**src/rtl/pwr_rst_pkg.sv**
```systemverilog
package pwr_rst_pkg;
  typedef enum logic [2:0] {
    ST_PWRT  = 3'd0,
    ST_OST   = 3'd1,
    ST_HOLD  = 3'd2,
    ST_RUN   = 3'd3,
    ST_PULSE = 3'd4,
    ST_BROWN = 3'd5
  } seq_state_e;
endpackage

```
**src/rtl/pwr_rst_timer.sv**
```systemverilog
module pwr_rst_timer #(
  parameter int LIMIT = 8
) (
  input  logic clk_i,
  input  logic rst_ni,
  input  logic run_i,
  input  logic tick_i,
  output logic done_o
);
  localparam int W = $clog2(LIMIT + 1);
  localparam logic [W-1:0] LAST = W'(LIMIT - 1);

  logic [W-1:0] cnt_q;

  assign done_o = run_i && tick_i && (cnt_q == LAST);

  always_ff @(posedge clk_i or negedge rst_ni) begin
    if (!rst_ni)                cnt_q <= '0;
    else if (!run_i || done_o)  cnt_q <= '0;
    else if (tick_i)            cnt_q <= cnt_q + 1'b1;
  end

  AST_CNT_BELOW_LIMIT: assert property (@(posedge clk_i) disable iff (!rst_ni)
    cnt_q < W'(LIMIT)) else $error("timer count overran");
endmodule

```
**src/rtl/pwr_rst_fsm.sv**
```systemverilog
module pwr_rst_fsm
  import pwr_rst_pkg::*;
(
  input  logic       clk_i,
  input  logic       rst_ni,
  input  logic       bor_hit_i,
  input  logic       pwrt_on_i,
  input  logic       ost_en_i,
  input  logic       ext_clr_ni,
  input  logic       wdt_to_i,
  input  logic       pwrt_done_i,
  input  logic       ost_done_i,
  input  logic       pulse_done_i,
  output seq_state_e state_o
);
  seq_state_e state_q, state_d;

  always_comb begin
    state_d = state_q;
    if (bor_hit_i) begin
      state_d = ST_BROWN;
    end else begin
      unique case (state_q)
        ST_BROWN: state_d = ST_PWRT;
        ST_PWRT:  if (!pwrt_on_i || pwrt_done_i) state_d = ST_OST;
        ST_OST:   if (!ost_en_i || ost_done_i)   state_d = ST_HOLD;
        ST_HOLD:  if (ext_clr_ni)                state_d = ST_RUN;
        ST_RUN:   if (!ext_clr_ni || wdt_to_i)   state_d = ST_PULSE;
        ST_PULSE: if (pulse_done_i)              state_d = ST_HOLD;
        default:  state_d = ST_PWRT;
      endcase
    end
  end

  always_ff @(posedge clk_i or negedge rst_ni) begin
    if (!rst_ni) state_q <= ST_PWRT;
    else         state_q <= state_d;
  end

  assign state_o = state_q;

  AST_WDT_GIVES_PULSE: assert property (@(posedge clk_i) disable iff (!rst_ni)
    (state_q == ST_RUN && wdt_to_i && !bor_hit_i) |=> state_q == ST_PULSE)
    else $error("watchdog in run did not pulse");
  AST_BROWN_RESTARTS: assert property (@(posedge clk_i) disable iff (!rst_ni)
    (state_q == ST_BROWN && !bor_hit_i) |=> state_q == ST_PWRT)
    else $error("brown-out recovery did not restart delay");
endmodule

```
**src/rtl/pwr_rst_flags.sv**
```systemverilog
module pwr_rst_flags (
  input  logic       clk_i,
  input  logic       rst_ni,
  input  logic       bor_hit_i,
  input  logic       we_i,
  input  logic [1:0] wdata_i,
  output logic       por_flag_o,
  output logic       bor_flag_o
);
  logic por_q, bor_q;

  always_ff @(posedge clk_i or negedge rst_ni) begin
    if (!rst_ni) begin
      por_q <= 1'b0;
      bor_q <= 1'b0;
    end else begin
      if (we_i) por_q <= wdata_i[1];
      if (bor_hit_i) bor_q <= 1'b0;
      else if (we_i) bor_q <= wdata_i[0];
    end
  end

  assign por_flag_o = por_q;
  assign bor_flag_o = bor_q;

  AST_BOR_FLAG_CLEARS: assert property (@(posedge clk_i) disable iff (!rst_ni)
    bor_hit_i |=> !bor_flag_o) else $error("brown-out flag not cleared");
  AST_POR_FLAG_HOLDS: assert property (@(posedge clk_i) disable iff (!rst_ni)
    !we_i |=> $stable(por_flag_o)) else $error("power-on flag moved");
endmodule

```
**src/rtl/pwr_rst_seq.sv**
```systemverilog
module pwr_rst_seq
  import pwr_rst_pkg::*;
#(
  parameter int PWRT_TICKS   = 8,
  parameter int OST_CYCLES   = 1024,
  parameter int PULSE_CYCLES = 4
) (
  input  logic       clk_i,
  input  logic       rst_ni,
  input  logic       slow_tick_i,
  input  logic       osc_tick_i,
  input  logic       ext_clr_ni,
  input  logic       bor_det_i,
  input  logic       wdt_to_i,
  input  logic       pwrt_en_i,
  input  logic       bor_en_i,
  input  logic       ost_en_i,
  input  logic       flag_we_i,
  input  logic [1:0] flag_wdata_i,
  output logic       rst_o,
  output logic       por_flag_o,
  output logic       bor_flag_o
);
  seq_state_e state;
  logic bor_hit, pwrt_on;
  logic pwrt_done, ost_done, pulse_done;

  assign bor_hit = bor_en_i && bor_det_i;
  // brown-out reset requires the power-up delay
  assign pwrt_on = pwrt_en_i || bor_en_i;

  pwr_rst_timer #(.LIMIT(PWRT_TICKS)) u_pwrt (
    .clk_i, .rst_ni,
    .run_i (state == ST_PWRT && pwrt_on),
    .tick_i(slow_tick_i),
    .done_o(pwrt_done)
  );

  pwr_rst_timer #(.LIMIT(OST_CYCLES)) u_ost (
    .clk_i, .rst_ni,
    .run_i (state == ST_OST && ost_en_i),
    .tick_i(osc_tick_i),
    .done_o(ost_done)
  );

  pwr_rst_timer #(.LIMIT(PULSE_CYCLES)) u_pulse (
    .clk_i, .rst_ni,
    .run_i (state == ST_PULSE),
    .tick_i(1'b1),
    .done_o(pulse_done)
  );

  pwr_rst_fsm u_fsm (
    .clk_i, .rst_ni,
    .bor_hit_i   (bor_hit),
    .pwrt_on_i   (pwrt_on),
    .ost_en_i,
    .ext_clr_ni,
    .wdt_to_i,
    .pwrt_done_i (pwrt_done),
    .ost_done_i  (ost_done),
    .pulse_done_i(pulse_done),
    .state_o     (state)
  );

  pwr_rst_flags u_flags (
    .clk_i, .rst_ni,
    .bor_hit_i (bor_hit),
    .we_i      (flag_we_i),
    .wdata_i   (flag_wdata_i),
    .por_flag_o,
    .bor_flag_o
  );

  assign rst_o = (state != ST_RUN);

  AST_BOR_FORCES_RST: assert property (@(posedge clk_i) disable iff (!rst_ni)
    (bor_en_i && bor_det_i) |=> rst_o) else $error("brown-out left reset low");
  AST_RELEASE_NEEDS_PIN: assert property (@(posedge clk_i) disable iff (!rst_ni)
    $fell(rst_o) |-> $past(ext_clr_ni)) else $error("released with pin low");
endmodule

```
**config.mk**
```make
export PLATFORM = sky130hd
export DESIGN_NAME = pwr_rst_seq
export DESIGN_NICKNAME = d
export VERILOG_FILES = /design/src/rtl/pwr_rst_pkg.sv /design/src/rtl/pwr_rst_timer.sv /design/src/rtl/pwr_rst_fsm.sv /design/src/rtl/pwr_rst_flags.sv /design/src/rtl/pwr_rst_seq.sv
export SDC_FILE = /design/constraint.sdc
export NUM_CORES = 1
export LEC_CHECK = 0
export ABC_CLOCK_PERIOD_IN_PS = 4200
export BUFFER_PORTS_ARGS = -buffer_cell sky130_fd_sc_hd__buf_2
export CAP_MARGIN = 20
export CELL_PAD_IN_SITES_DETAIL_PLACEMENT = 0
export CELL_PAD_IN_SITES_GLOBAL_PLACEMENT = 1
export CORE_MARGIN = 3
export CORE_UTILIZATION = 40
export DETAILED_ROUTE_END_ITERATION = 10
export PLACE_DENSITY = 0.8
export SYNTH_ARGS = -nofsm -noshare
export SYNTH_HDL_FRONTEND = slang
export SYNTH_SLANG_ARGS = --single-unit
export TNS_END_PERCENT = 30
```
**constraint.sdc**
```tcl
create_clock -name clk_i -period 4.2 [get_ports clk_i]
set_input_delay 0.42 -clock clk_i [delete_from_list [all_inputs] [get_ports clk_i]]
set_output_delay 0.42 -clock clk_i [all_outputs]
set_load 0.01 [all_outputs]
```
Yosys cells after proc, flatten, opt, wreduce, memory -nomap -nowiden
Index checks and enable logic that the tools add are counted.
{"block": "word_totals", "ff_bits": 23, "inputBits": 13, "out_inout_bits": 3, "word_cells": 62}
{"block": "classes", "n_addsub": 3, "eq_ne": 13, "mux": 14, "reduce_logical": 26}
{"operator": "$mux 11", "count": 2}
{"operator": "$mux 3", "count": 7}
{"operator": "$pmux 3 s5", "count": 1}
{"operator": "$ne 3x2->1 const B", "count": 4}
{"operator": "$add 11x1->11 const B", "count": 1}
{"operator": "$eq 11x10->1 const B", "count": 1}
{"operator": "$eq 3x2->1 const B", "count": 3}
{"operator": "$logic_and 1x1->1", "count": 8}
{"operator": "$mux 4", "count": 2}
{"operator": "$logic_or 1x1->1", "count": 7}
{"operator": "$logic_not 1->1", "count": 6}
{"operator": "$ne 3x3->1 const B", "count": 2}
{"operator": "$reduce_bool 2->1", "count": 3}
{"operator": "$reduce_and 5->1", "count": 1}
{"operator": "$add 4x1->4 const B", "count": 1}
{"operator": "$eq 4x3->1 const B", "count": 1}
{"operator": "$add 3x1->3 const B", "count": 1}
{"operator": "$eq 3x1->1 const B", "count": 1}
{"operator": "$eq 3x3->1 const B", "count": 1}
{"operator": "$logic_not 3->1", "count": 1}
{"operator": "$mux 1", "count": 2}

Depth between registers and ports, before layout
Gate-level depths: netlist of the first run.
{"block": "logic_depth", "ltp_word": 8, "mapped_depth": 6, "depth_no_buf": 6}

By module
From an unflattened synthesis of the first run, not the netlist that was laid out.
{"block": "unflattened", "hier_cells": 131, "hier_area_um2": 1327.5}
{"module": "pwr_rst_timer at u_ost", "n_inst": 1, "cells_each": 55, "area_per_inst_um2": 556.8, "seq_area_each_um2": 275.3}
{"module": "pwr_rst_fsm", "n_inst": 1, "cells_each": 27, "area_per_inst_um2": 229.0, "seq_area_each_um2": 75.1}
{"module": "pwr_rst_timer at u_pwrt", "n_inst": 1, "cells_each": 20, "area_per_inst_um2": 217.7, "seq_area_each_um2": 100.1}
{"module": "pwr_rst_timer at u_pulse", "n_inst": 1, "cells_each": 17, "area_per_inst_um2": 173.9, "seq_area_each_um2": 75.1}
{"module": "pwr_rst_flags", "n_inst": 1, "cells_each": 5, "area_per_inst_um2": 78.8, "seq_area_each_um2": 50.0}
{"module": "pwr_rst_seq", "n_inst": 1, "cells_each": 7, "area_per_inst_um2": 71.3, "seq_area_each_um2": 0.0}

Worst setup path before layout of the first run
Ideal clock, no wire load.
{"block": "synth_path", "kind": "flip-flop to flip-flop", "from": "register u_fsm.state_q[0] (netlist: u_fsm.state_o[0])", "to": "register u_fsm.state_q[1] (netlist: u_fsm.state_o[1])", "setup_time_ps": 86, "arrival_ps": 1401, "t_required_ps": 4114, "path_slack_ps": 2713, "stages_incl_launch_ff": 5, "path_buffers": 1, "period_less_slack_ps": 1487, "cell_sequence": "dfrtp_1 -> buf_2 -> or4_1 -> a41o_1 -> a32oi_1"}
{"block": "synth_via", "elab_chain_len": 7, "elab_cells_between_ends": 22, "classes_between": "eq/ne (9); mux (2); reduce/logical (11)"}
{"item": "start: declaration", "line": "pwr_rst_fsm.sv:16", "rtl": "seq_state_e state_q, state_d;"}
{"item": "start signal: assignment", "line": "pwr_rst_fsm.sv:37", "rtl": "else state_q <= state_d;"}
{"item": "$eq 3x1->1 or $logic_not 3->1 (tied branches)", "line": "pwr_rst_fsm.sv:23, pwr_rst_seq.sv:41, pwr_rst_seq.sv:34"}
{"item": "$logic_and 1x1->1, on equally long branches", "line": "pwr_rst_seq.sv:41, pwr_rst_seq.sv:34"}
{"item": "$logic_and 1x1->1 (2 in series)", "line": "pwr_rst_timer.sv:15", "rtl": "assign done_o = run_i && tick_i && (cnt_q == LAST);"}
{"item": "$logic_or 1x1->1, on equally long branches", "line": "pwr_rst_fsm.sv:26, pwr_rst_fsm.sv:25"}
{"item": "$ne 3x2->1 (no line)"}
{"item": "$reduce_and 5->1 (no line)"}
Several ways; a longest one is shown, not always the timed one.
A chain may end at the register's enable or synchronous reset.

Worst setup path in the final report of the first run
{"block": "layout_path", "from": "register u_ost.cnt_q[0]", "to": "register u_ost.cnt_q[0]"}
{"block": "layout_via", "elab_chain_len": 4, "elab_cells_between_ends": 7, "classes_between": "add/sub (1); eq/ne (1); mux (2); reduce/logical (3)"}
{"item": "start: declaration", "line": "pwr_rst_timer.sv:13", "rtl": "logic [W-1:0] cnt_q;"}
{"item": "start signal: assignment", "line": "pwr_rst_timer.sv:20", "rtl": "else if (tick_i) cnt_q <= cnt_q + 1'b1;"}
{"item": "branches (longest 4 deep; another with $add 11x1->11)"}
Several ways; the timed one is not identified. The select of a mux whose other input is x is not followed.

==> results.md, run 1 <==
* Commonest cells post-synth: dfrtp_1 (23), nor2_1 (15), xor2_1 (9), nand2_1 (7), o21ai_0 (6)
* Filler instances at ~280
* Die Height at just over 60 um
* Vias in the first global route at about 890
* Core Rows at 19
* Largest family of logic cells by synthesized area: simple AND/OR/NAND/NOR gates
* Hold buffers post-CTS at 0
* Hpwl dp at between 1500 and 2000 um
* M1 WL at about 1000 um
* Sequential area share after synthesis at 47.72%
* Worst vdd ir at between 0.0002 and 0.00025 V
* RSZ-0062 raised after global routing: false
* Largest area contributor in the netlist: dfrtp_1
* Worst-Margin Slew at between 0.7 and 0.8 ns
* Post-synthesis cell count at between 100 and 150
* H-Tree Depth at 1
* Ant. Diodes at 0
* Status: completed
* Slowest-stage cell, CP: o31ai_1
* Post-synthesis simple-gate area fraction at 22.20%
* DRT iter0 DRCs at 26
* Ys flop type: dfrtp_1
* Crit path kind: flop to flop
* Starting Density at between 40% and 50%
* Fin nets at ~150
* Layout cells sized above 1 at about 17%
* Synth warn at 0
* # Post-CTS Setup Buffers at 0
* Yosys reg bits at 23
* Overall routing resource usage at a little over an eighth
* Die Area at about 3700 sq um
* Kind of cell adding the most delay to the critical path: compound AO/OA/AOI/OAI gates
* Final worst path period need at 1.921 ns
* Wire length per cell at around 14 um
* Post-route setup slack at roughly 2.3 ns
* Setup TNS at 0 ns
* Initial antenna violation count at 0
* Final period util at between 40 and 50%
* Clk_lat worst skew at just over 0.3 ns
* Clk buf depth at 2
* Synth Cell Area at roughly 1200 sq um
* Die width at ~61 um
* Most frequent cell after synthesis: dfrtp_1
* Met3 WL post-DR at slightly below 100 um
* Uppermost layer routed: met4
* Largest net degree at the start of global routing at 24
* Skew final at approximately 0.0036 ns
* Complex-gate fraction of the synthesized area at roughly 14%
* CP Max Fanout at 7
* Cell variety after synth at 37
* CTS tree: yes
* Bufs and invs on worst path at 1
* Number of CTS-inserted buffers at 3
* GR Overflow Total at 0
* CTS root buffer: clkbuf_4
* Routed Antenna Nets at 0
* Adder-Cell Fraction of Synth Area at under 10%
* Crit path cell chain: ha_1, nand3b_1, o31ai_1, clkbuf_2, o21ai_0
* DRT Wirelength at about 2300 um
* CP Data Required Time at 4.41 ns
* Top Ports at 16
* CP Launch Type: flop
* Asr flop ratio synth at 100.0%
* First-pass GRT wire length at around 3800 um
* Mux cell area share after synthesis at approximately 2.6%
* Vias per cell at 5.807
* Xor and xnor area share after synthesis at slightly above 7%
* GP Congestion at 0.8332
* Fmax achieved at 0.5205 GHz
* Placeable Area at around 2800 sq um
* Relative slew slack at 52.84%
* DR vias at slightly below 1,000
* Max-cap violations at 0
* # resized after CTS at 0
* Pre-antenna DRT Iters at 4
* Pre-CTS WS at 1.973 ns
* Final setup fails at 0
* Max stage delay on crit path at around 0.59 ns
* Pwr Density at between 400 and 500 nW/um^2
* Hold WC Path Type: input port to async pin
* Synth area leaders: dfrtp_1 (48%), xor2_1 (6.5%), nor2_1 (4.7%)
* Crit end category: flop
* Sink Count at 23
* PortBufs at 15
* Max-slew violation count at 0
* Top-area cell type share of the netlist area at between 40% and 50%
* Lkg Pwr at 0.5978 nW
* Critical path data arrival time at between 2 and 2.5 ns
* Final Hold Fails at 0
* Number of enable flip-flop cells after synthesis at 0
* Mean post-synth cell area at around 10 sq um
* Area growth, synth to finish at 10.58%
* Worst-path clk slew at 0.13 ns
* DRC viols at 0
* Net Count, Synth at between 100 and 150
* Metal2 WL at around 1200 um
cells by family (layout without fill, tap and decap cells):
family	count (synthesis)	after routing
flops	23	23
simple gates	48	48
mux	3	3
fa+ha+maj	4	4
xor+xnor	10	10
compound gates	24	24
buf+inv	7	23
worst paths after layout:
| path | start | end | slack, ns | cells after the start |
|---|---|---|---|---|
| max in group asynchronous | rst_ni | u_ost.cnt_q[0]$_DFFE_PN0P_ | 3.81 | 1 |
| min | rst_ni | u_pwrt.cnt_q[1]$_DFFE_PN0P_ | 0.05 | 1 |
| min reg2reg | u_pulse.cnt_q[0]$_DFF_PN0_ | u_pulse.cnt_q[0]$_DFF_PN0_ | 0.44 | 1 |
| min in group clk_i | bor_det_i | u_fsm.state_o[1]$_DFFE_PN0P_ | 0.29 | 2 |
| max | u_ost.cnt_q[0]$_DFFE_PN0P_ | u_ost.cnt_q[0]$_DFFE_PN0P_ | 2.28 | 5 |
| max reg2reg | u_ost.cnt_q[0]$_DFFE_PN0P_ | u_ost.cnt_q[0]$_DFFE_PN0P_ | 2.28 | 5 |
metrics by stage:
| step | std cells | util [%] | instance area, sq um | hold slack [ns] | total power, mW |
|---|---|---|---|---|---|
| after floorplan | 119 | - | 1206 | 0.1244 | 0.4001 |
| after global placement | 161 | 46.43 | 1303 | 0.4132 | 0.4359 |
| after detailed placement | 161 | 46.43 | 1303 | 0.4205 | 0.4402 |
| after CTS | 165 | 47.37 | 1329 | 0.06526 | 0.5438 |
| after global routing | 166 | 47.55 | 1334 | 0.08056 | 0.5812 |
| final | 166 | 47.55 | 1334 | 0.04850 | 0.5427 |
registers in the layout, indices dropped and copies added (netlist names):
register,cells
u_ost.cnt_q,11
u_pwrt.cnt_q,4
u_fsm.state_o,3
u_pulse.cnt_q,3
u_flags.bor_flag_o,1
u_flags.por_flag_o,1
where the power goes:
group | switching, mW | internal, mW
sequential | 0.0408 | 0.248
combinational | 0.0836 | 0.0664
clock | 0.0671 | 0.0371
total | 0.192 | 0.351
area by class of cell:
type | count | area [sq um] | area share, %
multi-input cells | 89 | 601.8 | 45.12
clock buffers | 4 | 26.28 | 1.970
inverters | 3 | 11.26 | 0.8443
well taps | 31 | 38.79 | 2.908
repair buffers | 16 | 80.08 | 6.004
flip-flops and latches | 23 | 575.6 | 43.15
placed cells by master, fill, tap and decap left out, types with 2 or more instances in the layout:
master	n
nor2_1	15
xor2_1	9
inv_1	2
dfrtp_1	23
nor3_1	2
nand3b_1	2
a21oi_1	4
nand2_1	7
buf_2	15
nand4_1	5
ha_1	4
o21ai_0	6
clkbuf_4	3
mux2i_1	2
nand2b_1	2
o2111ai_1	3
o211ai_1	5
and3_1	5
layer usage:
layer	vias to the layer above	global-route usage [%]
li1	473	-
met1	474	15.94
met2	15	23.36
met3	2	4.468
met4	0	4.644
met5	-	0
Power figures use the tool's default switching activity.
==> run 2, diff against run 1 <==
--- a/config.mk
+++ b/config.mk
@@ -5,15 +5,15 @@
 export SDC_FILE = /design/constraint.sdc
 export NUM_CORES = 1
 export LEC_CHECK = 0
-export ABC_CLOCK_PERIOD_IN_PS = 4200
+export ABC_CLOCK_PERIOD_IN_PS = 1700
 export BUFFER_PORTS_ARGS = -buffer_cell sky130_fd_sc_hd__buf_2
 export CAP_MARGIN = 20
 export CELL_PAD_IN_SITES_DETAIL_PLACEMENT = 0
 export CELL_PAD_IN_SITES_GLOBAL_PLACEMENT = 1
 export CORE_MARGIN = 3
-export CORE_UTILIZATION = 40
+export CORE_UTILIZATION = 39
 export DETAILED_ROUTE_END_ITERATION = 10
-export PLACE_DENSITY = 0.8
+export PLACE_DENSITY = 0.81
 export SYNTH_ARGS = -nofsm -noshare
 export SYNTH_HDL_FRONTEND = slang
 export SYNTH_SLANG_ARGS = --single-unit
==> constraint.sdc (replaced) <==
create_clock -name clk_i -period 1.7 [get_ports clk_i]
set_input_delay 0.17 -clock clk_i [delete_from_list [all_inputs] [get_ports clk_i]]
set_output_delay 0.17 -clock clk_i [all_outputs]
set_load 0.01 [all_outputs]
==> run 2 against run 1 <==
  * Flip-flop and latch count unchanged
  * Global-route usage up 0.52 points
  * Via count down 1.1%
  * Clock skew down 0.0018 ns
  * Cell count up 1.8%
  * Core utilization up 0.48 points
  * Clock-buffer cell count unchanged
  * Sequential share of layout area down 0.87 points
  * Worst setup slack worse by 2.2 ns
  * Sequential power up 150%
  * Routed wire length up 1.8%
  * Register-to-register slack worse by 2.2 ns
==> results.md, run 2 (synthesis gave the netlist of run 1 again) <==
* Status: completed
* Fmax achieved at 0.6198 GHz (+19%)
* Critical path data arrival time at 1.84 ns (-0.29 ns)
* Routed Antenna Nets at 0 (unchanged)
* Dpl cells at 164 (+1.9%)
* Final setup fails at 0 (unchanged)
* Max-slew violation count at 0 (unchanged)
* Area growth, synth to finish at 13.59%
* H-Tree Depth at 1 (unchanged)
* CP Data Required Time at 1.93 ns (-2.48 ns)
* Vias in the first global route at 930 (+4.7%)
* Die Height at 61.61 um (+1.1%)
* DRT iter0 DRCs at 39 (+50%)
* Worst-Margin Slew at 0.5048 ns (-0.1966 ns)
* Hpwl dp at 1779 um (+0.34%)
* Vias per cell at 5.639 (-2.9%)
* R2R cell count at 4 (-1)
* RR Endpoint: u_fsm.state_o[1]$_DFFE_PN0P_
* Most frequent cells in the layout: dfrtp_1 (20), nor2_1 (15), buf_2 (15), xor2_1 (9), nand2_1 (7)
* Filler instances at 279 (+1.5%)
* Pre-antenna DRT Iters at 4 (unchanged)
* Crit path kind: flop to flop
* RSZ-0062 raised after global routing: false
* Commonest non-fill, non-tap cell in the layout: dfrtp_1
* Top Ports at 16 (unchanged)
* Biggest regs: u_ost.cnt_q: 11 flops, u_pwrt.cnt_q: 4 flops
* Hold Path Sink: u_fsm.state_o[1]$_DFFE_PN0P_
* Number of CTS-inserted buffers at 3 (unchanged)
* Hold_sp: bor_det_i
* Pwr Density at 1011 nW/um^2 (+150%)
* CP Max Fanout at 8 (+1)
* Relative slew slack at 66.34% (+14 points)
* Worst vdd ir at 0.0004894 V (+110%)
* Max-cap violations at 0 (unchanged)
* Final worst path period need at 1.613 ns (-0.3078 ns)
* Flop2flop setup slack at 0.09 ns (-2.19 ns)
* Skew final at 0.001789 ns (-0.001845 ns)
* Hold WC Path Type: input port to flop
* Setup TNS at 0 ns (unchanged)
* First-pass GRT wire length at 4043 um (+7.5%)
* CP Launch Type: flop
* Crit end category: flop
* Max stage delay on crit path at 0.46 ns (-0.13 ns)
* Wire length per cell at 13.95 um (about the same)
* Die width at 61.61 um (+1.1%)
* DRC viols at 0 (unchanged)
* Sink Count at 23 (unchanged)
* # Post-CTS Setup Buffers at 0 (unchanged)
* GP Congestion at 0.7689 (-7.7%)
* DR vias at 953 (-1.1%)
* Clk_lat worst skew at 0.31 ns (about the same)
* Worst-path clk slew at 0.12 ns (about the same)
* GR Overflow Total at 0 (unchanged)
* Die Area at 3796 sq um (+2.3%)
* Max reg flops at 11 (unchanged)
* PortBufs at 15 (unchanged)
* Crit path cell chain: nand2b_1, or4_4, a41o_1, a32oi_1
* Layout cells sized above 1 at 21.01% (+4.0 points)
* Kind of cell adding the most delay to the critical path: simple AND/OR/NAND/NOR gates
* Clk buf depth at 2 (unchanged)
* PnR Total Power at 1.385 mW (+160%)
* Lkg Pwr at 0.6096 nW (+2.0%)
* Overall routing resource usage at 14.13% (+0.52 points)
* Bufs and invs on worst path at 0 (-1)
* Final period util at 94.91% (+49 points)
* R2R Path Start: u_fsm.state_o[2]$_DFFE_PN0P_
* CTS root buffer: clkbuf_4
* Ant. Diodes at 0 (unchanged)
* CTS tree: yes
* Placeable Area at 2853 sq um (+1.7%)
* Core Rows at 19 (unchanged)
* Finished Layout Cells at 169 (+1.8%)
* Slowest-stage cell, CP: dfrtp_2
* Starting Density at 42.28% (-0.72 points)
* DRT Wirelength at 2358 um (+1.8%)
* Reg with most FFs: u_ost.cnt_q
* Largest net degree at the start of global routing at 24 (unchanged)
* Fin nets at 156 (+2.0%)
* Final Hold Fails at 0 (unchanged)
* WHS Path Cells at 2
* Initial antenna violation count at 0 (unchanged)
-- run 2: cell count changes in the layout (fill, tap and decap cells not counted), sizes merged --
cell / previous run / this run
buf: 15 / 18
clkbuf: 5 / 4
dlygate4sd3: 0 / 1
-- run 2: metal layers --
layer,GRT usage (%),wire length (um)
met1,18.45,1035
met2,22.57,1231
met3,4.193,77
met4,4.242,14
met5,0,0
-- run 2: worst max path at each step --
| stage | start | endpoint | depth (start not counted) |
|---|---|---|---|
| floorplan | u_fsm.state_o[0]$_DFFE_PN0P_ | u_fsm.state_o[1]$_DFFE_PN0P_ | 4 |
| global placement | u_fsm.state_o[0]$_DFFE_PN0P_ | u_fsm.state_o[1]$_DFFE_PN0P_ | 4 |
| detailed placement | u_fsm.state_o[0]$_DFFE_PN0P_ | u_fsm.state_o[1]$_DFFE_PN0P_ | 4 |
| CTS | u_fsm.state_o[0]$_DFFE_PN0P_ | u_fsm.state_o[1]$_DFFE_PN0P_ | 4 |
| global route | u_fsm.state_o[2]$_DFFE_PN0P_ | u_fsm.state_o[1]$_DFFE_PN0P_ | 4 |
| finish | u_fsm.state_o[2]$_DFFE_PN0P_ | u_fsm.state_o[1]$_DFFE_PN0P_ | 4 |
-- run 2: worst reg2reg max path, cell delays in order (launching register included) --
cell,delay (ns)
dfrtp_2,0.46
nand2b_1,0.18
or4_4,0.44
a41o_1,0.26
a32oi_1,0.20
-- run 2: report_power, final --
| part | switching [mW] | internal (mW) |
|---|---|---|
| Clock | 0.162 | 0.0917 |
| Combinational | 0.226 | 0.190 |
| Sequential | 0.0964 | 0.619 |
-- run 2: area by class of cell --
type / count / area [sq um] / share of cell area (%)
clock buffers: 4 / 26.28 / 1.918
repair buffers: 19 / 107.6 / 7.854
well taps: 31 / 38.79 / 2.831
inverters: 3 / 11.26 / 0.8219
flip-flops and latches: 23 / 579.3 / 42.28
multi-input cells: 89 / 606.8 / 44.29
-- run 2: per-stage QoR --
stage                     hold slack [ns]  instance area [sq um]  utilization [%]  setup WS, ns
after detailed placement           0.1754                   1325            46.45       0.07016
after global placement             0.1667                   1325            46.45        0.1227
final                             0.03793                   1370            48.03       0.08656
after global routing              0.03467                   1370            48.03      0.007110
after CTS                         0.03168                   1361            47.72       0.04041
after floorplan                   -0.1256                   1206                -        0.2130
-- run 2: repair_timing --
| action | CTS | global route |
|---|---|---|
| hold buffers | 1 | 0 |
| gates resized for setup | 0 | 4 |
| hold endpoints to repair | 23 | 0 |
| setup endpoints to repair | 0 | 9 |
